--- src/rtl/exc_dispatch_pkg.sv ---
package exc_dispatch_pkg;
  localparam int unsigned DEF_LEVELS = 8;
  localparam int unsigned DEF_WORD_W = 16;

  function automatic int unsigned lvl_w(input int unsigned n);
    return (n <= 2) ? 1 : $clog2(n);
  endfunction
endpackage

--- src/rtl/exc_mbox_gate.sv ---
module exc_mbox_gate #(
  parameter int unsigned SR_W    = 16,
  parameter int unsigned XIE_BIT = 11
) (
  input  logic            ext_flag_i,
  input  logic [SR_W-1:0] sr_i,
  output logic            set_o
);
  assign set_o = ext_flag_i & sr_i[XIE_BIT];
endmodule

--- src/rtl/exc_pending.sv ---
module exc_pending #(
  parameter int unsigned NLVL = 8
) (
  input  logic            clk_i,
  input  logic            rst_ni,
  input  logic [NLVL-1:0] set_i,
  input  logic [NLVL-1:0] clr_i,
  output logic [NLVL-1:0] pend_o
);
  logic [NLVL-1:0] pend_q;

  // set wins over clear on the same bit
  always_ff @(posedge clk_i or negedge rst_ni) begin
    if (!rst_ni) pend_q <= '0;
    else         pend_q <= (pend_q & ~clr_i) | set_i;
  end

  assign pend_o = pend_q;
endmodule

--- src/rtl/exc_active.sv ---
module exc_active (
  input  logic clk_i,
  input  logic rst_ni,
  input  logic set_i,
  input  logic clr_i,
  output logic active_o
);
  logic active_q;

  always_ff @(posedge clk_i or negedge rst_ni) begin
    if (!rst_ni)    active_q <= 1'b0;
    else if (set_i) active_q <= 1'b1;
    else if (clr_i) active_q <= 1'b0;
  end

  assign active_o = active_q;
endmodule

--- src/rtl/exc_pick.sv ---
module exc_pick #(
  parameter int unsigned NLVL       = 8,
  parameter int unsigned MBOX_LEVEL = 5,
  parameter int unsigned SR_W       = 16,
  parameter int unsigned GIE_BIT    = 9,
  parameter int unsigned LW         = 3
) (
  input  logic [NLVL-1:0] pend_i,
  input  logic [SR_W-1:0] sr_i,
  output logic            valid_o,
  output logic [LW-1:0]   lvl_o
);
  logic [NLVL-1:0] elig;

  // level 0 excluded from scan; mailbox bypasses global enable
  assign elig[0] = 1'b0;
  for (genvar g = 1; g < NLVL; g++) begin : g_elig
    if (g == MBOX_LEVEL) begin : g_mbox
      assign elig[g] = pend_i[g];
    end else begin : g_norm
      assign elig[g] = pend_i[g] & sr_i[GIE_BIT];
    end
  end

  // ascending loop, last hit = highest level
  always_comb begin
    valid_o = 1'b0;
    lvl_o   = '0;
    for (int i = 1; i < NLVL; i++) begin
      if (elig[i]) begin
        valid_o = 1'b1;
        lvl_o   = LW'(i);
      end
    end
  end
endmodule

--- src/rtl/exc_dispatch.sv ---
module exc_dispatch
  import exc_dispatch_pkg::*;
#(
  parameter int unsigned NUM_LEVELS = DEF_LEVELS,
  parameter int unsigned MBOX_LEVEL = 5,
  parameter int unsigned PC_W       = DEF_WORD_W,
  parameter int unsigned SR_W       = DEF_WORD_W,
  parameter int unsigned GIE_BIT    = 9,
  parameter int unsigned XIE_BIT    = 11
) (
  input  logic                  clk_i,
  input  logic                  rst_ni,
  input  logic [NUM_LEVELS-1:0] raise_i,
  input  logic                  ext_flag_i,
  input  logic [SR_W-1:0]       sr_i,
  input  logic [PC_W-1:0]       pc_i,
  input  logic                  check_i,
  input  logic                  rti_i,
  output logic                  pc_load_o,
  output logic [PC_W-1:0]       pc_vec_o,
  output logic                  push_c_o,
  output logic [PC_W-1:0]       push_c_data_o,
  output logic                  push_d_o,
  output logic [SR_W-1:0]       push_d_data_o,
  output logic                  ext_clr_o
);
  localparam int unsigned LW = lvl_w(NUM_LEVELS);

  logic                  mbox_set;
  logic [NUM_LEVELS-1:0] pend;
  logic [NUM_LEVELS-1:0] set_mask;
  logic [NUM_LEVELS-1:0] clr_mask;
  logic                  sel_valid;
  logic [LW-1:0]         sel_lvl;
  logic                  active;
  logic                  fire;

  exc_mbox_gate #(.SR_W(SR_W), .XIE_BIT(XIE_BIT)) u_gate (
    .ext_flag_i (ext_flag_i),
    .sr_i       (sr_i),
    .set_o      (mbox_set)
  );

  exc_pick #(
    .NLVL(NUM_LEVELS), .MBOX_LEVEL(MBOX_LEVEL), .SR_W(SR_W),
    .GIE_BIT(GIE_BIT), .LW(LW)
  ) u_pick (
    .pend_i  (pend),
    .sr_i    (sr_i),
    .valid_o (sel_valid),
    .lvl_o   (sel_lvl)
  );

  assign fire = check_i & ~active & sel_valid;

  always_comb begin
    set_mask = raise_i;
    set_mask[MBOX_LEVEL] = raise_i[MBOX_LEVEL] | mbox_set;
    clr_mask = '0;
    if (fire) clr_mask[sel_lvl] = 1'b1;
  end

  exc_pending #(.NLVL(NUM_LEVELS)) u_pend (
    .clk_i  (clk_i),
    .rst_ni (rst_ni),
    .set_i  (set_mask),
    .clr_i  (clr_mask),
    .pend_o (pend)
  );

  exc_active u_act (
    .clk_i    (clk_i),
    .rst_ni   (rst_ni),
    .set_i    (fire),
    .clr_i    (rti_i),
    .active_o (active)
  );

  assign pc_load_o     = fire;
  assign pc_vec_o      = PC_W'(sel_lvl) << 1;
  assign push_c_o      = fire;
  assign push_c_data_o = pc_i;
  assign push_d_o      = fire;
  assign push_d_data_o = sr_i;
  assign ext_clr_o     = mbox_set;
endmodule

--- config.mk ---
export PLATFORM = sky130hd
export DESIGN_NAME = exc_dispatch
export DESIGN_NICKNAME = d
export VERILOG_FILES = /design/src/rtl/exc_dispatch_pkg.sv /design/src/rtl/exc_mbox_gate.sv /design/src/rtl/exc_pending.sv /design/src/rtl/exc_active.sv /design/src/rtl/exc_pick.sv /design/src/rtl/exc_dispatch.sv
export SDC_FILE = /design/constraint.sdc
export NUM_CORES = 1
export LEC_CHECK = 0
export BUFFER_PORTS_ARGS = -buffer_cell sky130_fd_sc_hd__buf_2
export CAP_MARGIN = 25
export CORE_ASPECT_RATIO = 0.9
export CORE_UTILIZATION = 35
export DETAILED_ROUTE_END_ITERATION = 16
export HOLD_SLACK_MARGIN = 0.1
export MAX_ROUTING_LAYER = met4
export PLACE_DENSITY = 0.83
export SLEW_MARGIN = 15
export SYNTH_ARGS = -nofsm -noshare
export SYNTH_HDL_FRONTEND = slang
export SYNTH_SLANG_ARGS = --single-unit
--- constraint.sdc ---
create_clock -name clk_i -period 2.1 [get_ports clk_i]
set_input_delay 0.105 -clock clk_i [delete_from_list [all_inputs] [get_ports clk_i]]
set_output_delay 0.105 -clock clk_i [all_outputs]
set_load 0.05 [all_outputs]
After elaboration in Yosys (flattened, before gate mapping)
Cells that the tools add are included.

word-level totals
  input port bits = 45
  output and inout bits = 52
  bits in registers = 9

operators by class
  reductions and logical operators = 2
  mux-type cells = 19
  bitwise operators = 14
  $lt $le $gt $ge = 2

operator list
  operator                                                            count
  two-way mux 3 bit                                                   4
  two-way mux 1 bit                                                   11
  AND 1 bit                                                           9
  AND 8 bit                                                           1
  two-way mux 8 bit                                                   1
  inverter 8 bit                                                      1
  bitwise OR 8 bit                                                    1
  < comparator 3 x 4 -> 1 bit (second input constant)                 1
  two-way mux 2 bit                                                   2
  demux 1 bit (select 3 bit)                                          1
  greater-or-equal comparator 3 x 1 -> 1 bit (second input constant)  1
  nonzero test 2 bit                                                  1
  logical AND 1 bit                                                   1
  inverter 1 bit                                                      1
  bitwise OR 1 bit                                                    1

Logic depth before layout (Yosys ltp)
  depth after elaboration = 16
  depth in mapped cells = 4

Hierarchy
From an unflattened synthesis, not the netlist that was laid out.

second synthesis, totals
  cells, all modules = 106
  area, all modules = 868.3 um^2

by module, submodules not included
  module         instances  area an instance (um^2)  cells an instance
  exc_dispatch   1          452.9                    64
  exc_pending    1          290.3                    24
  exc_pick       1          82.6                     14
  exc_active     1          36.3                     3
  exc_mbox_gate  1          6.3                      1

Worst setup path after synthesis
OpenSTA, ideal clock, no wires.

  path kind = reg2out
  start = register u_act.active_q (netlist: u_act.active_o)
  end = output port push_c_o
  data arrival time = 1898 ps
  cell stages (with the launch flop) = 5
  path buffers = 1
  slack = 97 ps
  path through = dfrtp_1 nor2b_1 o21ai_0 a21oi_1 buf_4

on the way
  cells in the longest elaborated chain, start to end = 3

RTL lines
  element                   RTL line            text
  start: declaration        exc_active.sv:8     logic active_q;
  start signal: assignment  exc_active.sv:11    if (!rst_ni) active_q <= 1'b0;
  start signal: assignment  exc_active.sv:12    else if (set_i) active_q <= 1'b1;
  start signal: assignment  exc_active.sv:13    else if (clr_i) active_q <= 1'b0;
  inverter 1 bit            exc_dispatch.sv:54  assign fire = check_i & ~active & sel_valid;
  AND 1 bit (2 in series)   exc_dispatch.sv:54
  end: declaration          exc_dispatch.sv:21  output logic push_c_o,

No other way between the ends.

Worst setup path in the final report
  start = register u_act.active_q (netlist: u_act.active_o)
  end = output port push_d_o

on the way
  cells in the longest elaborated chain, start to end = 3

RTL lines
  element                  RTL line            text
  inverter 1 bit           exc_dispatch.sv:54
  AND 1 bit (2 in series)  exc_dispatch.sv:54
  end: declaration         exc_dispatch.sv:23  output logic push_d_o,

No other way between the ends.

==> results.py <==
metrics = {
    "outcome": {
        "status": "finished, final reports clean",
    },
    "detailed_routing": {
        "wl_per_cell_um": 11.1,
        "routed_via_density": 4.57,
        "post-route-drc-count": 0,
        "drt_iter0_drc": 6,
        "drtAntennaViolNets": 0,
        "first_pass_iters": 5,
        "wirelength_mm": 1.28,
        "vias": 526,
    },
    "sta": {
        "setup_violations": 0,
        "fin_crit_ns": 1.75,
        "hold_violations": 0,
        "period_share": 0.831,
        "fmax_ghz": 0.573,
        "fin_skew_ns": 0.00168,
        "rsz0062_at_grt": "no",
        "hold_ws_ns": 0.119,
        "fin_tns_setup_ns": 0,
        "slew_violations": 0,
    },
    "setup_path": {
        "worstPathArrival_ns": 1.64,
        "slowest_delay_ns": 0.37,
        "rr_worst_depth": 4,
        "crit_chain": "nor2b_1 -> o21ai_0 -> a21oi_1 -> buf_2",
        "startpoint_type": "register",
        "crit_fanout": 4,
        "cpLargestDelayFamily": "compound AO/OA/AOI/OAI gates",
        "r2r_end": "u_pend.pend_o[1]",
        "worstPathRequired_ns": 2.00,
        "timing.critical_path.to_type": "primary output",
        "worstSetupPathType": "register to primary output",
        "rrSetupSlack_ns": 0.55,
        "slowest_stage": "dfrtp_1",
        "path_buf_inv": 1,
        "r2r-start": "u_pend.pend_o[5]",
    },
    "global_routing": {
        "antenna_found_initial": 0,
        "grt_max_degree": 9,
        "grt.overflow.total": 0,
        "grt_pass1_vias": 463,
        "grt_pass1_wl_mm": 1.87,
        "grtUsageTotal": 0.109,
    },
    "clocking": {
        "htreeDepth": 1,
        "cts_resized": 0,
        "cts-root-buf": "clkbuf_4",
        "cts_tree": "yes",
        "clock-sinks": 8,
        "post_cts_buffers": 0,
        "insertion_delay_ns": 0.25,
        "cts_buffers": 3,
        "cts_buffer_depth": 2,
        "clkTransAtPathRegs_ns": 0.05,
    },
    "finish": {
        "fin_cells": 115,
        "drive_gt1_frac": 0.333,
        "area_growth_pct": -10.6,
        "utilization": 0.349,
        "final_common_cell": "buf_2",
        "n_antenna_cell": 0,
        "most-common-layout-cells": "buf_2, conb_1, nor2_1, dfrtp_1, dlygate4sd3_1",
        "finalNetCount": 137,
        "fillers": 224,
    },
    "worst_hold_path": {
        "min_path_type": "input port to register",
        "holdCritStartpoint": "raise_i[3]",
        "whs_path_depth": 3,
        "hold_end": "u_pend.pend_o[3]",
    },
    "floorplanning": {
        "placementRows": 15,
        "die_h_um": 47.1,
        "io_pins": 97,
        "initial_core_util": 0.391,
        "core_um2": 2030,
        "die_w_um": 52.1,
        "die_area_um2": 2460,
    },
    "logic_synthesis": {
        "yosysSeqAreaShare": 0.253,
        "ys_warn_count": 0,
        "ys_ff_latch": 8,
        "synth_cell_types": 24,
        "netlist_area_um2": 792,
        "avgSynthCellArea_um2": 8.43,
        "syn_inst": 94,
    },
    "power_and_ir_drop": {
        "p_leak_uw": 0.000329,
        "powerDensity_nw_per_um2": 635,
        "p_total_uw": 450,
        "vdd_drop_max_uv": 363,
    },
    "placed_design": {
        "dp_cells": 106,
        "port_buffers": 22,
        "gp_congestion": 0.812,
    },
    "job": {
        "max_cap_viol_count": 0,
    },
}
[synth_stat cells]
cell	number	share of area
nor4_1	1	0.0079
nor2b_1	1	0.0079
o41ai_4	1	0.035
inv_2	1	0.0047
dfrtp_1	8	0.25
nand2_1	2	0.0095
nand3_1	1	0.0063
and2_1	1	0.0079
a21oi_1	5	0.032
or3_1	1	0.0079
inv_1	2	0.0095
o21ai_0	4	0.025
nor3_1	1	0.0063
o22a_1	1	0.011
a22oi_2	1	0.016
o31a_1	1	0.011
a211o_1	1	0.011
a21o_1	2	0.019
nor4_2	1	0.016
buf_4	47	0.45
conb_1	1	0.0047
or2_2	1	0.0079
nand2b_1	1	0.0079
nor2_1	8	0.038
[flip-flops by register name, summed over array words and instances, names as in the netlist]
name / count
u_pend.pend_o: 7
u_act.active_o: 1
[kinds of logic after synthesis]
logic type / share of synthesized area
DFF: 0.253
AOI/OAI and AO/OA: 0.160
and+or+nand+nor: 0.123
other: 0.00473
buffers and inverters: 0.460
[report_power, final]
group / switching (µW) / internal (µW)
Sequential: 8.53 / 161
Clock: 47.3 / 65.1
Combinational: 129 / 38.6
Total: 185 / 265
[metal layers]
layer / up-vias / wire length (µm) / GRT usage
met5: - / 0 / -
met4: 0 / 24 / 0.0895
met3: 6 / 107 / 0.0291
met2: 33 / 694 / 0.174
met1: 244 / 454 / 0.114
li1: 243 / - / -
[worst max path at each step]
stage                     startpoint          endpoint  slack [ns]  cells past startpoint
floorplan             u_act.active_o          push_c_o         0.1                      4
global placement    u_pend.pend_o[5]  u_pend.pend_o[1]        0.68                      4
detailed placement  u_pend.pend_o[5]  u_pend.pend_o[1]        0.59                      4
CTS                   u_act.active_o          push_d_o        0.36                      4
global route          u_act.active_o          push_c_o        0.22                      4
finish                u_act.active_o          push_d_o        0.35                      4
[tightest hold or removal path, delay by kind of cell]
family | cells | cell delay, ns
buffers and inverters | 1 | 0.09
and+or+nand+nor | 1 | 0.03
AOI/OAI and AO/OA | 1 | 0.10
[through the flow]
step	area [µm²]	worst slack, ns
after floorplan	837	0.0968
after global placement	626	0.678
after detailed placement	626	0.590
after CTS	708	0.357
after global routing	708	0.223
final	708	0.354
[cell type report]
class                      count  area, µm²  area share
timing repair buffer          28        170       0.240
clock buffer                   3       22.5      0.0318
sequential                     8        200       0.283
tap                           25       31.3      0.0442
multi-input combinational     48        273       0.385
inverter                       3       11.3      0.0159
[what timing repair did]
item / 4_1_cts / 5_1_grt
hold endpoints to repair: 13 / 0
hold buffers: 6 / 0
endpoints found under the setup margin: 0 / 0
(Power assumes the default switching activity.)
